**src/rtl/irq_dec_pkg.sv**
```systemverilog
package irq_dec_pkg;

  typedef enum logic [3:0] {
    RG_NONE, RG_DCFG, RG_SCFG, RG_TGT, RG_GMSI,
    RG_SETIP, RG_CLRIP, RG_SETIE, RG_CLRIE,
    RG_SETIPN, RG_CLRIPN, RG_SETIEN, RG_CLRIEN,
    RG_IPN_LE, RG_IPN_BE
  } region_e;

  localparam int unsigned OFS_DCFG   = 'h0000;
  localparam int unsigned OFS_SCFG   = 'h0004;
  localparam int unsigned OFS_SETIP  = 'h1C00;
  localparam int unsigned OFS_SETIPN = 'h1CDC;
  localparam int unsigned OFS_CLRIP  = 'h1D00;
  localparam int unsigned OFS_CLRIPN = 'h1DDC;
  localparam int unsigned OFS_SETIE  = 'h1E00;
  localparam int unsigned OFS_SETIEN = 'h1EDC;
  localparam int unsigned OFS_CLRIE  = 'h1F00;
  localparam int unsigned OFS_CLRIEN = 'h1FDC;
  localparam int unsigned OFS_IPN_LE = 'h2000;
  localparam int unsigned OFS_IPN_BE = 'h2004;
  localparam int unsigned OFS_GMSI   = 'h3000;
  localparam int unsigned OFS_TGT    = 'h3004;

  localparam logic [31:0] DCFG_FIXED = 32'h8000_0000;
  localparam int unsigned DCFG_IE_BIT = 8;
  localparam int unsigned DCFG_DM_BIT = 2;

  function automatic logic [31:0] byte_rev(input logic [31:0] d);
    return {d[7:0], d[15:8], d[23:16], d[31:24]};
  endfunction

endpackage

```
**src/rtl/irq_dec_addr.sv**
```systemverilog
module irq_dec_addr
  import irq_dec_pkg::*;
#(
  parameter int unsigned NUM_SRC = 48,
  parameter int unsigned ADDR_W  = 14,
  parameter int unsigned IDX_W   = 6,
  parameter int unsigned WIDX_W  = 1
) (
  input  logic [ADDR_W-1:0] addr_i,
  output region_e           region_o,
  output logic [IDX_W-1:0]  ent_idx_o,
  output logic [WIDX_W-1:0] word_idx_o
);
  localparam int unsigned WORDS    = (NUM_SRC + 31) / 32;
  localparam int unsigned ENT_SPAN = 4 * (NUM_SRC - 1);
  localparam int unsigned MAP_SPAN = 4 * WORDS;

  logic [31:0] ofs;
  logic [31:0] ent_off;
  logic [31:0] bm_off;

  assign ofs = 32'(addr_i);

  function automatic logic in_rng(input logic [31:0] a, input int unsigned base,
                                  input int unsigned span);
    return (a >= base) && (a < base + span);
  endfunction

  always_comb begin
    region_o = RG_NONE;
    ent_off  = '0;
    bm_off   = '0;
    if (ofs == OFS_DCFG) begin
      region_o = RG_DCFG;
    end else if (in_rng(ofs, OFS_SCFG, ENT_SPAN)) begin
      region_o = RG_SCFG;
      ent_off  = ofs - OFS_SCFG;
    end else if (in_rng(ofs, OFS_TGT, ENT_SPAN)) begin
      region_o = RG_TGT;
      ent_off  = ofs - OFS_TGT;
    end else if (in_rng(ofs, OFS_SETIP, MAP_SPAN)) begin
      region_o = RG_SETIP;
      bm_off   = ofs - OFS_SETIP;
    end else if (in_rng(ofs, OFS_CLRIP, MAP_SPAN)) begin
      region_o = RG_CLRIP;
      bm_off   = ofs - OFS_CLRIP;
    end else if (in_rng(ofs, OFS_SETIE, MAP_SPAN)) begin
      region_o = RG_SETIE;
      bm_off   = ofs - OFS_SETIE;
    end else if (in_rng(ofs, OFS_CLRIE, MAP_SPAN)) begin
      region_o = RG_CLRIE;
      bm_off   = ofs - OFS_CLRIE;
    end else if (ofs == OFS_SETIPN) begin
      region_o = RG_SETIPN;
    end else if (ofs == OFS_CLRIPN) begin
      region_o = RG_CLRIPN;
    end else if (ofs == OFS_SETIEN) begin
      region_o = RG_SETIEN;
    end else if (ofs == OFS_CLRIEN) begin
      region_o = RG_CLRIEN;
    end else if (ofs == OFS_IPN_LE) begin
      region_o = RG_IPN_LE;
    end else if (ofs == OFS_IPN_BE) begin
      region_o = RG_IPN_BE;
    end else if (ofs == OFS_GMSI) begin
      region_o = RG_GMSI;
    end
  end

  // entries start at source 1
  assign ent_idx_o  = IDX_W'((ent_off >> 2) + 32'd1);
  assign word_idx_o = WIDX_W'(bm_off >> 2);

endmodule

```
**src/rtl/irq_dec_bitmap.sv**
```systemverilog
module irq_dec_bitmap #(
  parameter int unsigned NUM_SRC = 48,
  parameter int unsigned WIDX_W  = 1
) (
  input  logic [WIDX_W-1:0]  word_i,
  input  logic [31:0]        wdata_i,
  input  logic [NUM_SRC-1:0] pend_i,
  input  logic [NUM_SRC-1:0] en_i,
  input  logic [NUM_SRC-1:0] in_i,
  output logic [31:0]        pend_word_o,
  output logic [31:0]        en_word_o,
  output logic [31:0]        in_word_o,
  output logic [NUM_SRC-1:0] wmask_o
);
  localparam int unsigned WORDS = (NUM_SRC + 31) / 32;
  localparam int unsigned PAD_W = WORDS * 32;

  logic [PAD_W-1:0] valid_pad;
  logic [PAD_W-1:0] pend_pad, en_pad, in_pad;

  for (genvar i = 0; i < PAD_W; i++) begin : g_valid
    if (i == 0 || i >= NUM_SRC) begin : g_off
      assign valid_pad[i] = 1'b0;
    end else begin : g_on
      assign valid_pad[i] = 1'b1;
    end
  end

  assign pend_pad = PAD_W'(pend_i) & valid_pad;
  assign en_pad   = PAD_W'(en_i)   & valid_pad;
  assign in_pad   = PAD_W'(in_i)   & valid_pad;

  assign pend_word_o = pend_pad[{word_i, 5'b0} +: 32];
  assign en_word_o   = en_pad[{word_i, 5'b0} +: 32];
  assign in_word_o   = in_pad[{word_i, 5'b0} +: 32];

  for (genvar i = 0; i < NUM_SRC; i++) begin : g_wmask
    if (i == 0) begin : g_zero
      assign wmask_o[i] = 1'b0;
    end else begin : g_bit
      assign wmask_o[i] = (word_i == WIDX_W'(i / 32)) && wdata_i[i % 32];
    end
  end

endmodule

```
**src/rtl/irq_dec_num.sv**
```systemverilog
module irq_dec_num
  import irq_dec_pkg::*;
#(
  parameter int unsigned NUM_SRC = 48
) (
  input  logic [31:0]        data_i,
  input  logic               swap_i,
  output logic [NUM_SRC-1:0] onehot_o
);
  logic [31:0] num;

  assign num = swap_i ? byte_rev(data_i) : data_i;

  // numbers 0 and >= NUM_SRC match no bit
  for (genvar i = 0; i < NUM_SRC; i++) begin : g_oh
    if (i == 0) begin : g_zero
      assign onehot_o[i] = 1'b0;
    end else begin : g_cmp
      assign onehot_o[i] = (num == 32'(i));
    end
  end

endmodule

```
**src/rtl/irq_reg_decoder.sv**
```systemverilog
module irq_reg_decoder
  import irq_dec_pkg::*;
#(
  parameter int unsigned NUM_SRC = 48,
  parameter int unsigned ADDR_W  = 14,
  localparam int unsigned IDX_W  = $clog2(NUM_SRC)
) (
  input  logic               clk_i,
  input  logic               rst_ni,
  input  logic               req_valid_i,
  input  logic               req_write_i,
  input  logic [ADDR_W-1:0]  req_addr_i,
  input  logic [2:0]         req_size_i,
  input  logic [31:0]        req_wdata_i,
  output logic               rsp_valid_o,
  output logic               rsp_err_o,
  output logic [31:0]        rsp_rdata_o,
  output logic               ie_o,
  output logic [IDX_W-1:0]   rd_idx_o,
  input  logic [31:0]        cfg_rdata_i,
  input  logic [31:0]        tgt_rdata_i,
  input  logic [31:0]        gen_rdata_i,
  input  logic [NUM_SRC-1:0] src_pend_i,
  input  logic [NUM_SRC-1:0] src_en_i,
  input  logic [NUM_SRC-1:0] src_in_i,
  output logic               cfg_we_o,
  output logic               tgt_we_o,
  output logic               gen_we_o,
  output logic [IDX_W-1:0]   wr_idx_o,
  output logic [31:0]        wr_data_o,
  output logic [NUM_SRC-1:0] ip_set_o,
  output logic [NUM_SRC-1:0] ip_clr_o,
  output logic [NUM_SRC-1:0] ie_set_o,
  output logic [NUM_SRC-1:0] ie_clr_o,
  output logic               rescan_o
);
  localparam int unsigned WORDS  = (NUM_SRC + 31) / 32;
  localparam int unsigned WIDX_W = (WORDS > 1) ? $clog2(WORDS) : 1;

  region_e            region;
  logic [IDX_W-1:0]   ent_idx;
  logic [WIDX_W-1:0]  word_idx;
  logic [31:0]        pend_word, en_word, in_word;
  logic [NUM_SRC-1:0] word_mask, num_mask;

  irq_dec_addr #(
    .NUM_SRC(NUM_SRC), .ADDR_W(ADDR_W), .IDX_W(IDX_W), .WIDX_W(WIDX_W)
  ) u_addr (
    .addr_i    (req_addr_i),
    .region_o  (region),
    .ent_idx_o (ent_idx),
    .word_idx_o(word_idx)
  );

  irq_dec_bitmap #(.NUM_SRC(NUM_SRC), .WIDX_W(WIDX_W)) u_bitmap (
    .word_i     (word_idx),
    .wdata_i    (req_wdata_i),
    .pend_i     (src_pend_i),
    .en_i       (src_en_i),
    .in_i       (src_in_i),
    .pend_word_o(pend_word),
    .en_word_o  (en_word),
    .in_word_o  (in_word),
    .wmask_o    (word_mask)
  );

  irq_dec_num #(.NUM_SRC(NUM_SRC)) u_num (
    .data_i  (req_wdata_i),
    .swap_i  (region == RG_IPN_BE),
    .onehot_o(num_mask)
  );

  logic ok, wr_ok, rd_ok;
  logic dcfg_wr, num_wr;
  logic [31:0] rd_mux;
  logic [NUM_SRC-1:0] ip_set_d, ip_clr_d, ie_set_d, ie_clr_d;

  assign ok = req_valid_i && (req_addr_i[1:0] == 2'b00) && (req_size_i == 3'd4)
              && (region != RG_NONE);
  assign wr_ok   = ok && req_write_i;
  assign rd_ok   = ok && !req_write_i;
  assign dcfg_wr = wr_ok && (region == RG_DCFG);
  assign num_wr  = wr_ok && (region inside {RG_SETIPN, RG_CLRIPN, RG_SETIEN,
                                            RG_CLRIEN, RG_IPN_LE, RG_IPN_BE});
  assign rd_idx_o = ent_idx;

  logic ie_q;

  always_comb begin
    case (region)
      RG_DCFG:  rd_mux = DCFG_FIXED | (32'(ie_q) << DCFG_IE_BIT) | (32'd1 << DCFG_DM_BIT);
      RG_SCFG:  rd_mux = cfg_rdata_i;
      RG_TGT:   rd_mux = tgt_rdata_i;
      RG_GMSI:  rd_mux = gen_rdata_i;
      RG_SETIP: rd_mux = pend_word;
      RG_CLRIP: rd_mux = in_word;   // clear-pending words expose rectified inputs
      RG_SETIE: rd_mux = en_word;
      default:  rd_mux = '0;
    endcase
  end

  always_comb begin
    ip_set_d = '0;
    ip_clr_d = '0;
    ie_set_d = '0;
    ie_clr_d = '0;
    if (wr_ok) begin
      case (region)
        RG_SETIP:                      ip_set_d = word_mask;
        RG_CLRIP:                      ip_clr_d = word_mask;
        RG_SETIE:                      ie_set_d = word_mask;
        RG_CLRIE:                      ie_clr_d = word_mask;
        RG_SETIPN, RG_IPN_LE, RG_IPN_BE: ip_set_d = num_mask;
        RG_CLRIPN:                     ip_clr_d = num_mask;
        RG_SETIEN:                     ie_set_d = num_mask;
        RG_CLRIEN:                     ie_clr_d = num_mask;
        default: ;
      endcase
    end
  end

  logic               rsp_valid_q, rsp_err_q, rescan_q;
  logic [31:0]        rsp_rdata_q, wr_data_q;
  logic               cfg_we_q, tgt_we_q, gen_we_q;
  logic [IDX_W-1:0]   wr_idx_q;
  logic [NUM_SRC-1:0] ip_set_q, ip_clr_q, ie_set_q, ie_clr_q;

  always_ff @(posedge clk_i or negedge rst_ni) begin
    if (!rst_ni) begin
      rsp_valid_q <= 1'b0;
      rsp_err_q   <= 1'b0;
      rsp_rdata_q <= '0;
      ie_q        <= 1'b0;
      cfg_we_q    <= 1'b0;
      tgt_we_q    <= 1'b0;
      gen_we_q    <= 1'b0;
      wr_idx_q    <= '0;
      wr_data_q   <= '0;
      ip_set_q    <= '0;
      ip_clr_q    <= '0;
      ie_set_q    <= '0;
      ie_clr_q    <= '0;
      rescan_q    <= 1'b0;
    end else begin
      rsp_valid_q <= req_valid_i;
      rsp_err_q   <= req_valid_i && !ok;
      rsp_rdata_q <= rd_ok ? rd_mux : '0;
      if (dcfg_wr) ie_q <= req_wdata_i[DCFG_IE_BIT];
      cfg_we_q    <= wr_ok && (region == RG_SCFG);
      tgt_we_q    <= wr_ok && (region == RG_TGT);
      gen_we_q    <= wr_ok && (region == RG_GMSI);
      if (wr_ok) begin
        wr_idx_q  <= ent_idx;
        wr_data_q <= req_wdata_i;
      end
      ip_set_q    <= ip_set_d;
      ip_clr_q    <= ip_clr_d;
      ie_set_q    <= ie_set_d;
      ie_clr_q    <= ie_clr_d;
      rescan_q    <= wr_ok;
    end
  end

  assign rsp_valid_o = rsp_valid_q;
  assign rsp_err_o   = rsp_err_q;
  assign rsp_rdata_o = rsp_rdata_q;
  assign ie_o        = ie_q;
  assign cfg_we_o    = cfg_we_q;
  assign tgt_we_o    = tgt_we_q;
  assign gen_we_o    = gen_we_q;
  assign wr_idx_o    = wr_idx_q;
  assign wr_data_o   = wr_data_q;
  assign ip_set_o    = ip_set_q;
  assign ip_clr_o    = ip_clr_q;
  assign ie_set_o    = ie_set_q;
  assign ie_clr_o    = ie_clr_q;
  assign rescan_o    = rescan_q;

  // an error response carries no side effect
  a_r1_err_quiet: assert property (@(posedge clk_i) disable iff (!rst_ni)
    rsp_err_o |-> !rescan_o && !cfg_we_o && !tgt_we_o && !gen_we_o &&
                  ip_set_o == '0 && ip_clr_o == '0 && ie_set_o == '0 && ie_clr_o == '0);

  a_r2_err_rdata_zero: assert property (@(posedge clk_i) disable iff (!rst_ni)
    rsp_err_o |-> rsp_rdata_o == '0);

  // enable bit moves only after a domain configuration write
  a_r3_ie_hold: assert property (@(posedge clk_i) disable iff (!rst_ni)
    !$past(dcfg_wr) |-> $stable(ie_o));

  // set and clear masks never overlap
  a_r5_masks_disjoint: assert property (@(posedge clk_i) disable iff (!rst_ni)
    (ip_set_o & ip_clr_o) == '0 && (ie_set_o & ie_clr_o) == '0);

  // a single-number write marks at most one source
  a_r7_num_single: assert property (@(posedge clk_i) disable iff (!rst_ni)
    $past(num_wr) |-> $countones(ip_set_o | ip_clr_o | ie_set_o | ie_clr_o) <= 1);

  // responses follow requests; rescan only on accepted writes
  a_r10_rsp_follows_req: assert property (@(posedge clk_i) disable iff (!rst_ni)
    rsp_valid_o |-> $past(req_valid_i));

  a_r10_rescan_accepted: assert property (@(posedge clk_i) disable iff (!rst_ni)
    rescan_o |-> rsp_valid_o && !rsp_err_o && $past(req_write_i));

  a_r10_strobe_pulse: assert property (@(posedge clk_i) disable iff (!rst_ni)
    (cfg_we_o || tgt_we_o || gen_we_o) |-> rescan_o);

endmodule

```
**config.mk**
```make
export PLATFORM = sky130hd
export DESIGN_NAME = irq_reg_decoder
export DESIGN_NICKNAME = d
export VERILOG_FILES = /design/src/rtl/irq_dec_pkg.sv /design/src/rtl/irq_dec_addr.sv /design/src/rtl/irq_dec_bitmap.sv /design/src/rtl/irq_dec_num.sv /design/src/rtl/irq_reg_decoder.sv
export SDC_FILE = /design/constraint.sdc
export NUM_CORES = 1
export LEC_CHECK = 0
export BUFFER_PORTS_ARGS = -buffer_cell sky130_fd_sc_hd__buf_4
export CORE_AREA = 2 2 223 225
export DETAILED_ROUTE_END_ITERATION = 8
export DIE_AREA = 0 0 225 227
export PLACE_DENSITY = 0.49
export SLEW_MARGIN = 20
export SYNTH_ARGS = -nofsm -noshare
export SYNTH_HDL_FRONTEND = slang
export SYNTH_SLANG_ARGS = --single-unit
```
**constraint.sdc**
```tcl
create_clock -name clk_i -period 3.64 [get_ports clk_i]
set_clock_uncertainty 0.05 [all_clocks]
set_input_delay 0.364 -clock clk_i [delete_from_list [all_inputs] [get_ports clk_i]]
set_output_delay 0.364 -clock clk_i [all_outputs]
set_load 0.005 [all_outputs]
```
==> results by group <==
Run status
  • Run status: complete, no violations

Setup path
  • Critical path capture point type: output port
  • Crit path kind: input pin to output port
  • CP Data Required Time: 3230 ps
  • Critical path launch point type: input pin
  • Worst reg2reg path endpoint: rsp_rdata_o[8]
  • Crit. Startpoint: req_addr_i[3]
  • FF-to-FF setup slack: around 2400 ps
  • R2r startpoint: ie_o
  • Worst setup path endpoint: rd_idx_o[4]
  • Worst-path fanout max: 5
  • R2R cell count: 4
  • Critical path data arrival time: 2960 ps

CTS
  • CTS Root Cell: clkbuf_16
  • # clock sinks: ~270
  • Clock slew at reported path FFs: 50 ps
  • CTS Buffer Depth: 3
  • CTS buffer count: 31
  • Worst skew pair latency: 590 ps
  • H-tree depth: 1
  • Postcts setup bufs: 0
  • CTS tree: done

Cells and area
  • Share of cells above drive strength 1: 40.99%
  • Fill cell count: 4908
  • Layout Utilization: 39.59%
  • Register area: 6631 um^2
  • Net count, final: 2118
  • Syn-to-layout area delta: 49.73%
  • Area of the multi-input gates: 5558 um^2

Timing
  • Slew headroom: around 25%
  • Tightest Pin Transition: roughly 1100 ps
  • Hold Vio Cnt, Final: 0
  • Final period utilization: 92.69%
  • Final Setup Violations: 0
  • Max Freq: ~300 MHz
  • Final min period: between 3000 and 4000 ps
  • Setup ws final: about 270 ps
  • RSZ-0062 raised after global routing: no
  • Setup tns final: 0 ps
  • Count of pins over their slew limit: 0

Drt
  • Iter 0 DRT Violations: roughly 1300
  • Average routed wire per standard cell: 27.24 um
  • Routed WL: ~67000 um
  • Drt first pass iters: 8
  • Vias per std cell: approximately 5.4
  • Vias post-DR: 13250
  • ANT nets after route: 0
  • # DRC: 0

Power
  • Peak supply drop: 332.4 uV
  • Pwr per Cell Area: about 350 nW/um^2
  • Final Total Pwr: 0.006669 W
  • Pleak: 8.600 nW

Synthesis
  • Synth Area per Inst: about 10 um^2
  • Post-synth EDFFs: 0
  • Multiplexer area fraction after synthesis: 4.240%
  • Ys async rst share: 100.0%
  • Yosys warns: 0
  • Seq cells post-synth: 265
  • Largest family of logic cells by synthesized area: compound AO/OA/AOI/OAI gates
  • Simple-Gate Fraction of Synth Area: ~14%
  • Mapped Area: 12840 um^2
  • Primary FF master, synth: dfrtp_1
  • Post-Synth XOR/XNOR Area: 0.2729%
  • Post-synthesis sequential area ratio: between 50 and 60%
  • Synth unique cells: 64
  • Adder-cell area share of the yosys netlist: 0.4873%
  • Compound-Gate Fraction of Synth Area: between 20% and 30%
  • Cells after synthesis: 1288

Placed design
  • Routability-driven placement congestion ratio: 0.8691
  • DPL Wire Length: 49210 um
  • Post-Place Setup Slack: 261.4 ps
  • PortBufs: 560

Die
  • CORE AREA: 48550 um^2
  • Die ar.: 51080 um^2
  • Chip height: 227 um
  • Site Rows: 81
  • Io pins: roughly 570
  • DIE WIDTH: 225 um
  • Initial core utilization: between 20% and 30%

Flow run
  • Max-Cap Viols: 0

GRT
  • Largest net degree at the start of global routing: 111
  • Initial antenna violation count: 9
  • Gr usage total: 25.21%
  • First-pass GRT wire length: 93610 um
  • Vias in the first global route: 13210
  • Remaining global-route overflow: 0

Hold path
  • Hold Crit Class: input pin to flip-flop
==> worst min-delay path by stage <==
stage	to	from	slack, ps	cells after the start
after floorplan	cfg_we_o	rst_ni	20	0
after global placement	wr_idx_o[0]	wr_idx_o[0]	420	2
after detailed placement	wr_idx_o[0]	wr_idx_o[0]	430	2
after CTS	rsp_rdata_o[15]	cfg_rdata_i[15]	0.3	3
after global routing	rsp_rdata_o[17]	cfg_rdata_i[17]	20	3
final	rsp_rdata_o[17]	gen_rdata_i[17]	20	3
==> cells in the final DEF, fill, tap and decap left out, drive strengths merged, types with 17 or more instances in the layout <==
cell and n:
buf 627, dfrtp 265, nor2 248, a32oi 171
nand2 62, a21oi 45, a22oi 45, clkbuf 42
mux2 35, dlygate4sd3 29, o21ai 29, a221oi 28
nor3 19, a222oi 17
==> sequential cells by signal, indices dropped and copies added (netlist names), 6 cells and up <==
| signal | flops |
|---|---|
| ie_clr_o | 47 |
| wr_data_o | 32 |
| wr_idx_o | 6 |
| ie_set_o | 47 |
| ip_clr_o | 47 |
| ip_set_o | 47 |
| rsp_rdata_o | 32 |
==> power by group <==
part	total [W]	switching, W	internal, W
clock	0.00311	0.00131	0.00179
sequential	0.00295	0.00000256	0.00295
combinational	0.000606	0.000318	0.000289
==> worst max-delay path, stage by stage <==
cell     delay (ps)
buf_4           130
inv_1            90
ha_1            260
or3b_1          360
a41o_1          300
nor2_1          300
nand3_1         160
inv_1           100
ha_1            210
a21oi_1          80
a31oi_1         150
a21oi_1          70
xnor2_1         130
nor2_1          130
buf_4           130
==> Yosys cell counts, drive strengths merged (17+ instances only) <==
cell,instances,share of area (%)
dfrtp,265,52
clkbuf,114,3.3
o21ai,29,1.1
mux2,35,3.1
nor2,248,7.3
buf,46,2.3
a222oi,17,1.3
a221oi,28,1.9
a22oi,45,2.6
a32oi,171,12
nand2,62,1.8
nor3,19,0.78
a21oi,45,1.8
==> cell families after synthesis <==
kind of cell / Yosys count
and+or+nand+nor: 415
AOI/OAI and AO/OA: 376
DFF: 265
buffers and inverters: 172
muxes: 50
adders and majority gates: 5
xor gates and xnor gates: 4
other: 1
==> area by class of cell <==
type                       instances  share of cell area [%]
sequential                       265                   34.50
multi-input combinational        854                   28.92
timing repair buffer             656                   26.95
clock buffer                      42                   4.667
tap                              622                   4.049
clock inverter                    13                  0.6054
inverter                          12                  0.2343
antenna                            6                 0.07811
==> through the flow <==
| stage | hold WS (ps) | cells | area (um^2) |
|---|---|---|---|
| 2_1_floorplan | 18.41 | 1291 | 12850 |
| 3_3_place_gp | 424.1 | 2380 | 17900 |
| 3_5_place_dp | 427.0 | 2380 | 17900 |
| 4_1_cts | 0.3466 | 2464 | 19200 |
| 5_1_grt | 15.80 | 2470 | 19220 |
| 6_report | 18.70 | 2470 | 19220 |
==> layer usage <==
layer	share of wire, %	global-route usage (%)	wire, um	vias to the layer above
met5	0.059	0	40	-
met3	8.2	6.208	5528	81
met4	2.2	7.349	1492	6
met2	52	45.27	34690	636
li1	-	-	-	5863
met1	38	29.78	25550	6660
==> repair_timing <==
action                                 CTS  global route
setup endpoints to repair                0             0
hold buffers                            29             0
gates resized for setup                  0             0
endpoints found under the hold margin  124             0
(Power assumes the default switching activity.)
